`src/rtl/rxq_pkg.sv`:
```
package rxq_pkg;

  typedef struct packed {
    logic brk;
    logic frm;
    logic par;
  } rxq_flags_t;

  localparam int FLAG_W = 3;

  typedef enum logic [1:0] {
    PAR_NONE  = 2'd0,
    PAR_WITH  = 2'd1,
    PAR_FORCE = 2'd2,
    PAR_MDROP = 2'd3
  } rxq_par_mode_e;

  localparam logic [3:0] CMD_ERR_CLR = 4'h4;
  localparam logic [3:0] CMD_RX_RST  = 4'h2;

  // value placed in the parity slot of an entry
  function automatic logic rxq_par_slot(input logic [1:0] mode,
                                        input logic perr,
                                        input logic adbit);
    logic r;
    case (rxq_par_mode_e'(mode))
      PAR_WITH, PAR_FORCE: r = perr;
      PAR_MDROP:           r = adbit;
      default:             r = 1'b0;
    endcase
    return r;
  endfunction

  // error field of the status word
  function automatic logic [2:0] rxq_err_field(input rxq_flags_t head,
                                               input logic has_head,
                                               input rxq_flags_t sticky,
                                               input logic blk);
    logic [2:0] h;
    h = has_head ? head : 3'b000;
    return blk ? (h | sticky) : h;
  endfunction

  function automatic logic [7:0] rxq_status(input logic [2:0] err,
                                            input logic ovr,
                                            input logic txe,
                                            input logic txr,
                                            input logic full,
                                            input logic ready);
    return {err, ovr, txe, txr, full, ready};
  endfunction

endpackage

```
`src/rtl/rxq_fifo.sv`:
```
module rxq_fifo #(
  parameter int DEPTH = 8,
  parameter int WIDTH = 11
) (
  input  logic             clk,
  input  logic             rst_n,
  input  logic             flush,
  input  logic             push,
  input  logic             pop,
  input  logic [WIDTH-1:0] din,
  output logic [WIDTH-1:0] dout,
  output logic             full,
  output logic             empty,
  output logic             pop_ok,
  output logic             reject
);
  localparam int PTR_W = (DEPTH > 1) ? $clog2(DEPTH) : 1;
  localparam int CNT_W = $clog2(DEPTH + 1);
  localparam logic [CNT_W-1:0] CNT_MAX = CNT_W'(DEPTH);

  logic [WIDTH-1:0] mem [DEPTH];
  logic [PTR_W-1:0] wr_ptr, rd_ptr;
  logic [CNT_W-1:0] count;
  logic             push_ok;

  function automatic logic [PTR_W-1:0] ptr_inc(input logic [PTR_W-1:0] p);
    return (p == PTR_W'(DEPTH - 1)) ? '0 : p + 1'b1;
  endfunction

  assign full    = (count == CNT_MAX);
  assign empty   = (count == '0);
  assign pop_ok  = pop && !empty && !flush;
  assign push_ok = push && !flush && (!full || pop_ok);
  assign reject  = push && !flush && !push_ok;
  assign dout    = mem[rd_ptr];

  always_ff @(posedge clk) begin
    if (push_ok) mem[wr_ptr] <= din;
  end

  always_ff @(posedge clk or negedge rst_n) begin
    if (!rst_n) begin
      wr_ptr <= '0;
      rd_ptr <= '0;
      count  <= '0;
    end else if (flush) begin
      wr_ptr <= '0;
      rd_ptr <= '0;
      count  <= '0;
    end else begin
      if (push_ok) wr_ptr <= ptr_inc(wr_ptr);
      if (pop_ok)  rd_ptr <= ptr_inc(rd_ptr);
      case ({push_ok, pop_ok})
        2'b10:   count <= count + 1'b1;
        2'b01:   count <= count - 1'b1;
        default: count <= count;
      endcase
    end
  end

  assert_no_overflow_R3: assert property (@(posedge clk) disable iff (!rst_n)
    count <= CNT_MAX);

  assert_full_reject_R4: assert property (@(posedge clk) disable iff (!rst_n)
    (full && push && !pop && !flush) |=> full);

  assert_both_at_full_R12: assert property (@(posedge clk) disable iff (!rst_n)
    (full && push && pop && !flush) |=> (full && !$past(reject)));

  assert_empty_read_R11: assert property (@(posedge clk) disable iff (!rst_n)
    (empty && pop && !push) |=> empty);

endmodule

```
`src/rtl/rxq_errtrk.sv`:
```
module rxq_errtrk
  import rxq_pkg::*;
(
  input  logic       clk,
  input  logic       rst_n,
  input  logic       rx_clr,
  input  logic       err_clr,
  input  logic       blk,
  input  logic       pop_ok,
  input  rxq_flags_t head,
  input  logic       reject,
  output rxq_flags_t sticky,
  output logic       ovr
);
  always_ff @(posedge clk or negedge rst_n) begin
    if (!rst_n) begin
      sticky <= '0;
      ovr    <= 1'b0;
    end else if (rx_clr || err_clr) begin
      sticky <= '0;
      ovr    <= 1'b0;
    end else begin
      if (pop_ok && blk) sticky <= sticky | head;
      if (reject)        ovr    <= 1'b1;
    end
  end

  assert_ovr_holds_R4: assert property (@(posedge clk) disable iff (!rst_n)
    (ovr && !rx_clr && !err_clr) |=> ovr);

  assert_clear_wins_R8: assert property (@(posedge clk) disable iff (!rst_n)
    err_clr |=> (sticky == '0 && !ovr));

  assert_no_accum_char_R5: assert property (@(posedge clk) disable iff (!rst_n)
    (!blk && !rx_clr && !err_clr) |=> $stable(sticky));

endmodule

```
`src/rtl/rx_fifo_stat.sv`:
```
module rx_fifo_stat
  import rxq_pkg::*;
#(
  parameter int DATA_W = 8,
  parameter int DEPTH  = 8
) (
  input  logic              clk,
  input  logic              rst_n,
  input  logic              rx_wr,
  input  logic [DATA_W-1:0] rx_char,
  input  logic              rx_brk,
  input  logic              rx_frm,
  input  logic              rx_perr,
  input  logic              rx_adbit,
  input  logic [1:0]        par_mode,
  input  logic              blk_mode,
  input  logic              cpu_rd,
  output logic [DATA_W-1:0] cpu_char,
  input  logic              cmd_wr,
  input  logic [3:0]        cmd_code,
  input  logic              tx_empty,
  input  logic              tx_ready,
  output logic [7:0]        stat
);
  localparam int ENT_W = DATA_W + FLAG_W;

  // named internal events
  logic       err_clr, rx_clr;
  logic       q_full, q_empty, q_pop_ok, q_reject;
  rxq_flags_t in_flags, head_flags, sticky;
  logic       ovr;
  logic [ENT_W-1:0] ent_in, ent_head;
  logic [2:0] err_field;

  assign err_clr = cmd_wr && (cmd_code == CMD_ERR_CLR);
  assign rx_clr  = cmd_wr && (cmd_code == CMD_RX_RST);

  assign in_flags.brk = rx_brk;
  assign in_flags.frm = rx_frm;
  assign in_flags.par = rxq_par_slot(par_mode, rx_perr, rx_adbit);
  assign ent_in       = {in_flags, rx_char};

  rxq_fifo #(.DEPTH(DEPTH), .WIDTH(ENT_W)) fifo_i (
    .clk    (clk),
    .rst_n  (rst_n),
    .flush  (rx_clr),
    .push   (rx_wr),
    .pop    (cpu_rd),
    .din    (ent_in),
    .dout   (ent_head),
    .full   (q_full),
    .empty  (q_empty),
    .pop_ok (q_pop_ok),
    .reject (q_reject)
  );

  assign head_flags = rxq_flags_t'(ent_head[ENT_W-1:DATA_W]);
  assign cpu_char   = ent_head[DATA_W-1:0];

  rxq_errtrk err_i (
    .clk     (clk),
    .rst_n   (rst_n),
    .rx_clr  (rx_clr),
    .err_clr (err_clr),
    .blk     (blk_mode),
    .pop_ok  (q_pop_ok),
    .head    (head_flags),
    .reject  (q_reject),
    .sticky  (sticky),
    .ovr     (ovr)
  );

  assign err_field = rxq_err_field(head_flags, !q_empty, sticky, blk_mode);
  assign stat      = rxq_status(err_field, ovr, tx_empty, tx_ready,
                                q_full, !q_empty);

  assert_full_needs_ready_R3: assert property (@(posedge clk) disable iff (!rst_n)
    stat[1] |-> stat[0]);

  assert_empty_no_err_R5: assert property (@(posedge clk) disable iff (!rst_n)
    (!blk_mode && !stat[0]) |-> (stat[7:5] == 3'b000));

  assert_flush_empties_R9: assert property (@(posedge clk) disable iff (!rst_n)
    rx_clr |=> (!stat[0] && !stat[4]));

  assert_overrun_cause_R4: assert property (@(posedge clk) disable iff (!rst_n)
    $rose(stat[4]) |-> $past(stat[1] && rx_wr));

endmodule

```
`config.mk`:
```
export PLATFORM = sky130hd
export DESIGN_NAME = rx_fifo_stat
export DESIGN_NICKNAME = d
export VERILOG_FILES = /design/src/rtl/rxq_pkg.sv /design/src/rtl/rxq_fifo.sv /design/src/rtl/rxq_errtrk.sv /design/src/rtl/rx_fifo_stat.sv
export SDC_FILE = /design/constraint.sdc
export NUM_CORES = 1
export LEC_CHECK = 0
export BUFFER_PORTS_ARGS = -buffer_cell sky130_fd_sc_hd__buf_2
export CORE_MARGIN = 5
export CORE_UTILIZATION = 45
export DETAILED_ROUTE_END_ITERATION = 8
export PLACE_DENSITY = 0.73
export SLEW_MARGIN = 20
export SYNTH_ARGS = -nofsm -noshare
export SYNTH_HDL_FRONTEND = slang
export SYNTH_SLANG_ARGS = --single-unit
```
`constraint.sdc`:
```
create_clock -name clk -period 2.8 [get_ports clk]
set_clock_uncertainty 0.05 [all_clocks]
set_input_delay 0.28 -clock clk [delete_from_list [all_inputs] [get_ports clk]]
set_output_delay 0.28 -clock clk [all_outputs]
set_load 0.02 [all_outputs]
```
== Word level (Yosys, flattened, before mapping) ==
Memories as Yosys holds them, arrays and structs flattened.
Index checks and enable logic that the tools add are counted.

* Register bits after elaboration: 14
* Memory bits (writable): 88
* Input bits: 26
* Output and inout port bits: 16
* Logic and storage cells: 62
* Memories: 1

{| class="wikitable"
|+ Memory list
! name !! depth !! width !! read ports !! clocked after Yosys merged registers in !! write ports !! RTL line !! RTL
|-
| fifo_i.mem || 8 || 11 || 1 || 0 || 1 || rxq_fifo.sv:21 || <nowiki>logic [WIDTH-1:0] mem [DEPTH];</nowiki>
|}

* Add/sub/neg operators: 4
* Equality and inequality tests: 10
* Multiplexer cells: 17
* Bitwise gates (word level): 2
* Reduce and logical (&&, ||, !) cells: 21

{| class="wikitable"
|+ Operators with widths
! kind !! count
|-
| 3-bit two-way mux || 10
|-
| 1-bit logical AND || 8
|-
| 4-bit case mux with 2 select lines || 1
|-
| 2-bit nonzero test || 4
|-
| 3-bit by 1-bit adder with 3-bit output, second input constant || 2
|-
| 2-bit == test, second input constant || 3
|-
| 3-bit == test, second input constant || 2
|-
| 3-bit bitwise OR || 2
|-
| 4-bit by 1-bit adder with 4-bit output, second input constant || 1
|-
| 2-bit by 1-bit == test with 1-bit output, second input constant || 2
|-
| 4-bit by 2-bit == test with 1-bit output, second input constant || 1
|-
| 4-bit by 3-bit == test with 1-bit output, second input constant || 1
|-
| 4-bit == test, second input constant || 1
|-
| 1-bit zero test || 4
|-
| 4-bit zero test || 1
|-
| 1-bit two-way mux || 4
|-
| 4-bit two-way mux || 1
|-
| 4-bit by 1-bit subtractor with 4-bit output, second input constant || 1
|-
| 3-bit nonzero test || 1
|-
| 1-bit logical OR || 2
|-
| 1-bit case mux with 2 select lines || 1
|-
| 2-bit OR reduction || 1
|}

== Longest topological paths before layout ==
* Depth in word-level cells: 10
* Mapped depth: 8
* Depth with buffers taken out: 8

== Hierarchy ==
Synthesis repeated with hierarchy kept, for this count alone.

* Cells, all modules: 242
* Area total of the unflattened synthesis: 4438.0 um^2

{| class="wikitable"
|+ Modules (own cells, without submodules)
! module !! times used !! cells an instance !! area each (um^2) !! sequential area each (um^2)
|-
| rxq_fifo || 1 || 213 || 4157.7 || 2892.8
|-
| rxq_errtrk || 1 || 12 || 142.6 || 100.1
|-
| rx_fifo_stat || 1 || 17 || 137.6 || 0.0
|}

== Worst setup path before layout ==
No wires, ideal clock.

* Path type: input to register
* Start: in cmd_code[0]
* End: reg fifo_i.count[3]
* Setup time: 0.079 ns
* Data arrival time: 2.305 ns
* Data required time: 2.671 ns
* Slack: 0.365 ns
* Stages: 8
* Buffers on the path: 0
* Cell sequence: or3b_2 -> nor2_1 -> nor3_1 -> ha_1 -> a21o_2 -> a21oi_1 -> mux2i_1 -> mux2i_1

* Longest elaborated chain between the ends: 9
* Elaborated cells on any way between the ends: 12
* Classes of those cells: 3 x eq/ne; 2 x mux; 7 x reduce/logical

{| class="wikitable"
|+ RTL lines
! element !! RTL line !! RTL
|-
| start, declared || rx_fifo_stat.sv:20 || <nowiki>input logic [3:0] cmd_code,</nowiki>
|-
| 4-bit by 2-bit == test with 1-bit output * || rx_fifo_stat.sv:36 || <nowiki>assign rx_clr = cmd_wr && (cmd_code == CMD_RX_RST);</nowiki>
|-
| 1-bit logical AND * || rx_fifo_stat.sv:36 ||
|-
| 1-bit zero test || rxq_fifo.sv:32, rxq_fifo.sv:33 ||
|-
| 1-bit logical AND || rxq_fifo.sv:32 || <nowiki>assign pop_ok = pop && !empty && !flush;</nowiki>
|-
| 1-bit logical OR || rxq_fifo.sv:33 || <nowiki>assign push_ok = push && !flush && (!full || pop_ok);</nowiki>
|-
| 1-bit logical AND || rxq_fifo.sv:33 ||
|-
| 2-bit by 1-bit == test with 1-bit output or 2-bit == test (tied branches) || rxq_fifo.sv:53 || <nowiki>case ({push_ok, pop_ok})</nowiki>
|-
| 4-bit case mux with 2 select lines || rxq_fifo.sv:53 ||
|-
| 4-bit two-way mux || rxq_fifo.sv:46 || <nowiki>end else if (flush) begin</nowiki>
|-
| end signal, assigned || rxq_fifo.sv:54 || <nowiki>2'b10: count <= count + 1'b1;</nowiki>
|-
| end signal, assigned || rxq_fifo.sv:55 || <nowiki>2'b01: count <= count - 1'b1;</nowiki>
|-
| end signal, assigned || rxq_fifo.sv:56 || <nowiki>default: count <= count;</nowiki>
|-
| end, declared || rxq_fifo.sv:23 || <nowiki>logic [CNT_W-1:0] count;</nowiki>
|}

Every way passes the cells marked *; elsewhere a longest branch is shown, timed or not.
A chain may end at the register's enable or synchronous reset.

== Worst setup path in the final report ==
* Start: reg fifo_i.rd_ptr[1]
* End: out stat[7]

* Longest elaborated chain between the ends: 4

{| class="wikitable"
|+ RTL lines
! element !! RTL line !! RTL
|-
| start, declared || rxq_fifo.sv:22 || <nowiki>logic [PTR_W-1:0] wr_ptr, rd_ptr;</nowiki>
|-
| start signal, assigned || rxq_fifo.sv:52 || <nowiki>if (pop_ok) rd_ptr <= ptr_inc(rd_ptr);</nowiki>
|-
| memory read 8 x 11 bit * || -- ||
|-
| 3-bit two-way mux * || rxq_pkg.sv:40 || <nowiki>h = has_head ? head : 3'b000;</nowiki>
|-
| 3-bit bitwise OR || rxq_pkg.sv:41 || <nowiki>return blk ? (h | sticky) : h;</nowiki>
|-
| 3-bit two-way mux * || rxq_pkg.sv:41 ||
|-
| end, declared || rx_fifo_stat.sv:23 || <nowiki>output logic [7:0] stat</nowiki>
|}

Marked as above.

==> metrics.log <==
INFO  metric run_status = completed
INFO  metric first_global_vias = between 2k and 2.5k
INFO  metric share_seq_of_total_power = a little under half
INFO  metric syn_area_per_cell = 18.0 µm²
INFO  metric portion_of_the_post_synthesis_area_used_by_sequential_elements = a little under 70%
INFO  metric asyncSetResetFlopFracSynth = a little over an eighth
INFO  metric worst_path_class_setup = reg2out
INFO  metric pint = 3.04 mW
INFO  metric design_area = 4910 µm²
INFO  metric worstPathMaxFanout = 10
INFO  metric hold_violations = 0
INFO  metric power.ir.vdd_worst = ~0.29 mV
INFO  metric finalCritPeriodShare = about nine tenths
INFO  metric buffer_ports.inserted = 37
INFO  metric num-nets-final = 329
INFO  metric setup_tns = 0 ns
INFO  metric antenna_found_initial = 0
INFO  metric finalCriticalPeriod = around 2.5 ns
INFO  metric unique_cell_type_count_in_the_yosys_netlist = 36
INFO  metric place.gp.congestion = ~0.83
INFO  metric dr.first_iter.drc_count = around 100
INFO  metric synth_largest_area_cell = sky130_fd_sc_hd__edfxtp_1
INFO  metric clk_pin_slew_worst_paths = around 0.11 ns
INFO  metric place.detailed.hpwl = about 5000 µm
INFO  metric switchingPower = roughly 1.5 mW
INFO  metric wl_per_cell = around 18 µm
INFO  metric worst_hold_slack = ~0.13 ns
INFO  metric critical_path.endpoint_type = primary output
INFO  metric grt_first_pass_wirelength = ~12,000 µm
INFO  metric via_per_inst = around 5.3
INFO  metric grt_start_max_net_pins = 23
INFO  metric ys_ff_latch = about 100
INFO  metric die_area = ~12,000 µm²
INFO  metric cts_made_buffers = 9
INFO  metric drc_errors = 0
INFO  metric cts_resized = 0
INFO  metric swShare = between 30% and 40%
INFO  metric final_setup_vio_count = 0
INFO  metric synth_nets = between 200 and 300
INFO  metric ys_dominant_reg_cell = sky130_fd_sc_hd__edfxtp_1
INFO  metric placement_stage_cell_area = 4720 µm²
INFO  metric clockRootBuffer = sky130_fd_sc_hd__clkbuf_8
INFO  metric die_h = between 100 and 150 µm
INFO  metric yosys.cell_count.top_type = sky130_fd_sc_hd__edfxtp_1
INFO  metric warning_count_from_the_yosys_run = 0
INFO  metric worst_slew_margin_rel = ~24%
INFO  metric hold_class = in2reg
INFO  metric initial_core_util = between 40% and 50%
INFO  metric synth_area = approximately 4300 µm²
INFO  metric max-cap-violations = 0
INFO  metric critical_path.n_buffers_inverters = 1
INFO  metric power_frac_comb = a little over a third
INFO  metric htree_levels = 3
INFO  metric max-clock-path-buffers = 2
INFO  metric dr_total_vias = approximately 2.3k
INFO  metric timing.critical_path.from_type = flip-flop
INFO  metric antenna_violating_nets_remaining = 0
INFO  metric crit_arrival = approximately 2.2 ns
INFO  metric share_clk_of_total_power = 18.4%
INFO  metric post_synth_main_area_contributors = sky130_fd_sc_hd__edfxtp_1 (61%), sky130_fd_sc_hd__mux4_2 (11%), sky130_fd_sc_hd__dfrtp_1 (8.1%)
INFO  metric required = roughly 2.5 ns
INFO  metric timing.critical_path.slowest_stage_cell = sky130_fd_sc_hd__dfrtp_1
INFO  metric detailedRoute.firstPassIterationCount = 4
INFO  metric number_of_enable_type_register_cells_in_the_synthesized_netlist = 88
INFO  metric post_route_cells_drive_above_1_share = between 30% and 40%
INFO  metric antenna_cells = 0
INFO  metric std_cell_rows = 35
INFO  metric fmax = ~0.39 GHz
INFO  metric final_number_of_max_transition_violations = 0
INFO  metric routed_wl = 7610 µm
INFO  metric path_delay_family = multiplexers
INFO  metric rsz0062_at_grt = no
INFO  metric cellLeakagePower = 1.76 nW
INFO  metric worst_pin_slew = roughly 1.1 ns
INFO  metric power.density = between 900 and 1000 nW/µm²
INFO  metric gr_ovfl_total = 0
INFO  metric core_area = roughly 9300 µm²
INFO  metric netlist_instances = between 200 and 250
INFO  metric cts_sinks = between 100 and 150
INFO  metric cpPeakStageDelay = approximately 0.7 ns
INFO  metric tritoncts = built
INFO  metric clock_insertion_delay_worst_skew = approximately 0.35 ns
INFO  metric groute.usage.overall = between 10 and 15%
INFO  metric fp.dieW = 108 µm
INFO  metric yosys-top-cells-count = sky130_fd_sc_hd__edfxtp_1 (88), sky130_fd_sc_hd__mux4_2 (22), sky130_fd_sc_hd__nor2_1 (15), sky130_fd_sc_hd__dfrtp_1 (14), sky130_fd_sc_hd__nand2_1 (12)
INFO  metric number_of_top_level_pins = 42
INFO  metric synthDominantCellAreaShare = slightly above 60%
INFO  metric area_growth_from_synthesis_to_layout = 13.5%
INFO  metric path_cells = mux4_2 > mux2i_1 > o21ai_0 > buf_2
[timing repair]
| action | CTS | global route |
|---|---|---|
| endpoints found under the hold margin | 14 | 0 |
| setup endpoints to repair | 0 | 0 |
| buffers inserted | 0 | 0 |
| hold buffers | 1 | 0 |
[registers in the layout, indices dropped and copies added (netlist names)]
register,flops
err_i.ovr,1
fifo_i.mem,88
fifo_i.count,4
fifo_i.wr_ptr,3
err_i.sticky,3
fifo_i.rd_ptr,3
[layout by cell type, fill, tap and decap left out, drive strengths merged, types with 9 or more instances in the layout]
| cell type | netlist | layout |
|---|---|---|
| nor3 | 9 | 9 |
| mux4 | 22 | 22 |
| nor2 | 15 | 15 |
| clkbuf | 2 | 10 |
| nand2 | 12 | 12 |
| edfxtp | 88 | 88 |
| buf | 10 | 53 |
| dfrtp | 14 | 14 |
[through the flow]
| step | total power, mW | setup WS (ns) | cells | utilization (%) |
|---|---|---|---|---|
| 3_3_place_gp | 3.76 | 0.395 | 411 | 50.6 |
| 5_1_grt | 4.85 | 0.0980 | 428 | 52.6 |
| 6_report | 4.58 | 0.259 | 428 | 52.6 |
| 4_1_cts | 4.64 | 0.198 | 428 | 52.6 |
| 2_1_floorplan | 3.31 | 0.365 | 241 | - |
| 3_5_place_dp | 3.80 | 0.328 | 411 | 50.6 |
[kinds of logic after synthesis]
kind of cell    Yosys count  share of synthesized area (%)
compound gates           22                           4.14
xor+xnor                  2                          0.405
fa+ha+maj                 9                           2.78
buf+inv                  17                           2.31
flops                   102                           69.2
mux                      37                           15.2
simple gates             52                           6.04
[path summary, 6_finish.rpt]
check,start,to,slack [ns],depth (start not counted)
hold / removal,rx_char[5],fifo_i.mem[0][5],0.13,1
setup / recovery,fifo_i.rd_ptr[1],stat[7],0.26,4
setup reg to reg,fifo_i.count[3],fifo_i.mem[6][10],0.34,4
min in group asynchronous,rst_n,fifo_i.rd_ptr[0],0.29,2
hold reg to reg,err_i.sticky[0],err_i.sticky[0],0.47,1
max in group asynchronous,rst_n,fifo_i.wr_ptr[0],2.16,2
[power groups by stage]
stage / Sequential (mW) / Clock (mW) / Combinational, mW
6_report: 2.10 / 0.844 / 1.63
5_1_grt: 2.14 / 0.927 / 1.79
4_1_cts: 2.11 / 0.866 / 1.66
3_5_place_dp: 2.14 / 0 / 1.66
3_3_place_gp: 2.13 / 0 / 1.63
2_1_floorplan: 2.09 / 0 / 1.22
[worst reg2reg max path, stage by stage (launching register included)]
cell and delay [ns]:
sky130_fd_sc_hd__dfrtp_1 0.44, sky130_fd_sc_hd__or4b_4 0.26, sky130_fd_sc_hd__o221ai_4 0.13, sky130_fd_sc_hd__or2_2 0.34
sky130_fd_sc_hd__nor2_1 0.86
[metal layers]
| layer | wire [µm] | global-route usage, % | vias to the layer above |
|---|---|---|---|
| li1 | - | - | 1050 |
| met1 | 3470 | 18.8 | 1165 |
| met4 | 132 | 6.13 | 0 |
| met2 | 3780 | 23.0 | 39 |
| met3 | 235 | 2.39 | 9 |
| met5 | 0 | 0 | - |
[cell type report]
| type | instances | area [µm²] |
|---|---|---|
| Inverter | 5 | 18.8 |
| Clock inverter | 6 | 51.3 |
| Fill cell | 740 | 4420 |
| Sequential cell | 102 | 2990 |
| Timing Repair Buffer | 54 | 315 |
| Clock buffer | 10 | 128 |
| Multi-Input combinational cell | 122 | 1240 |
| Tap cell | 129 | 161 |
(Power assumes the default switching activity.)
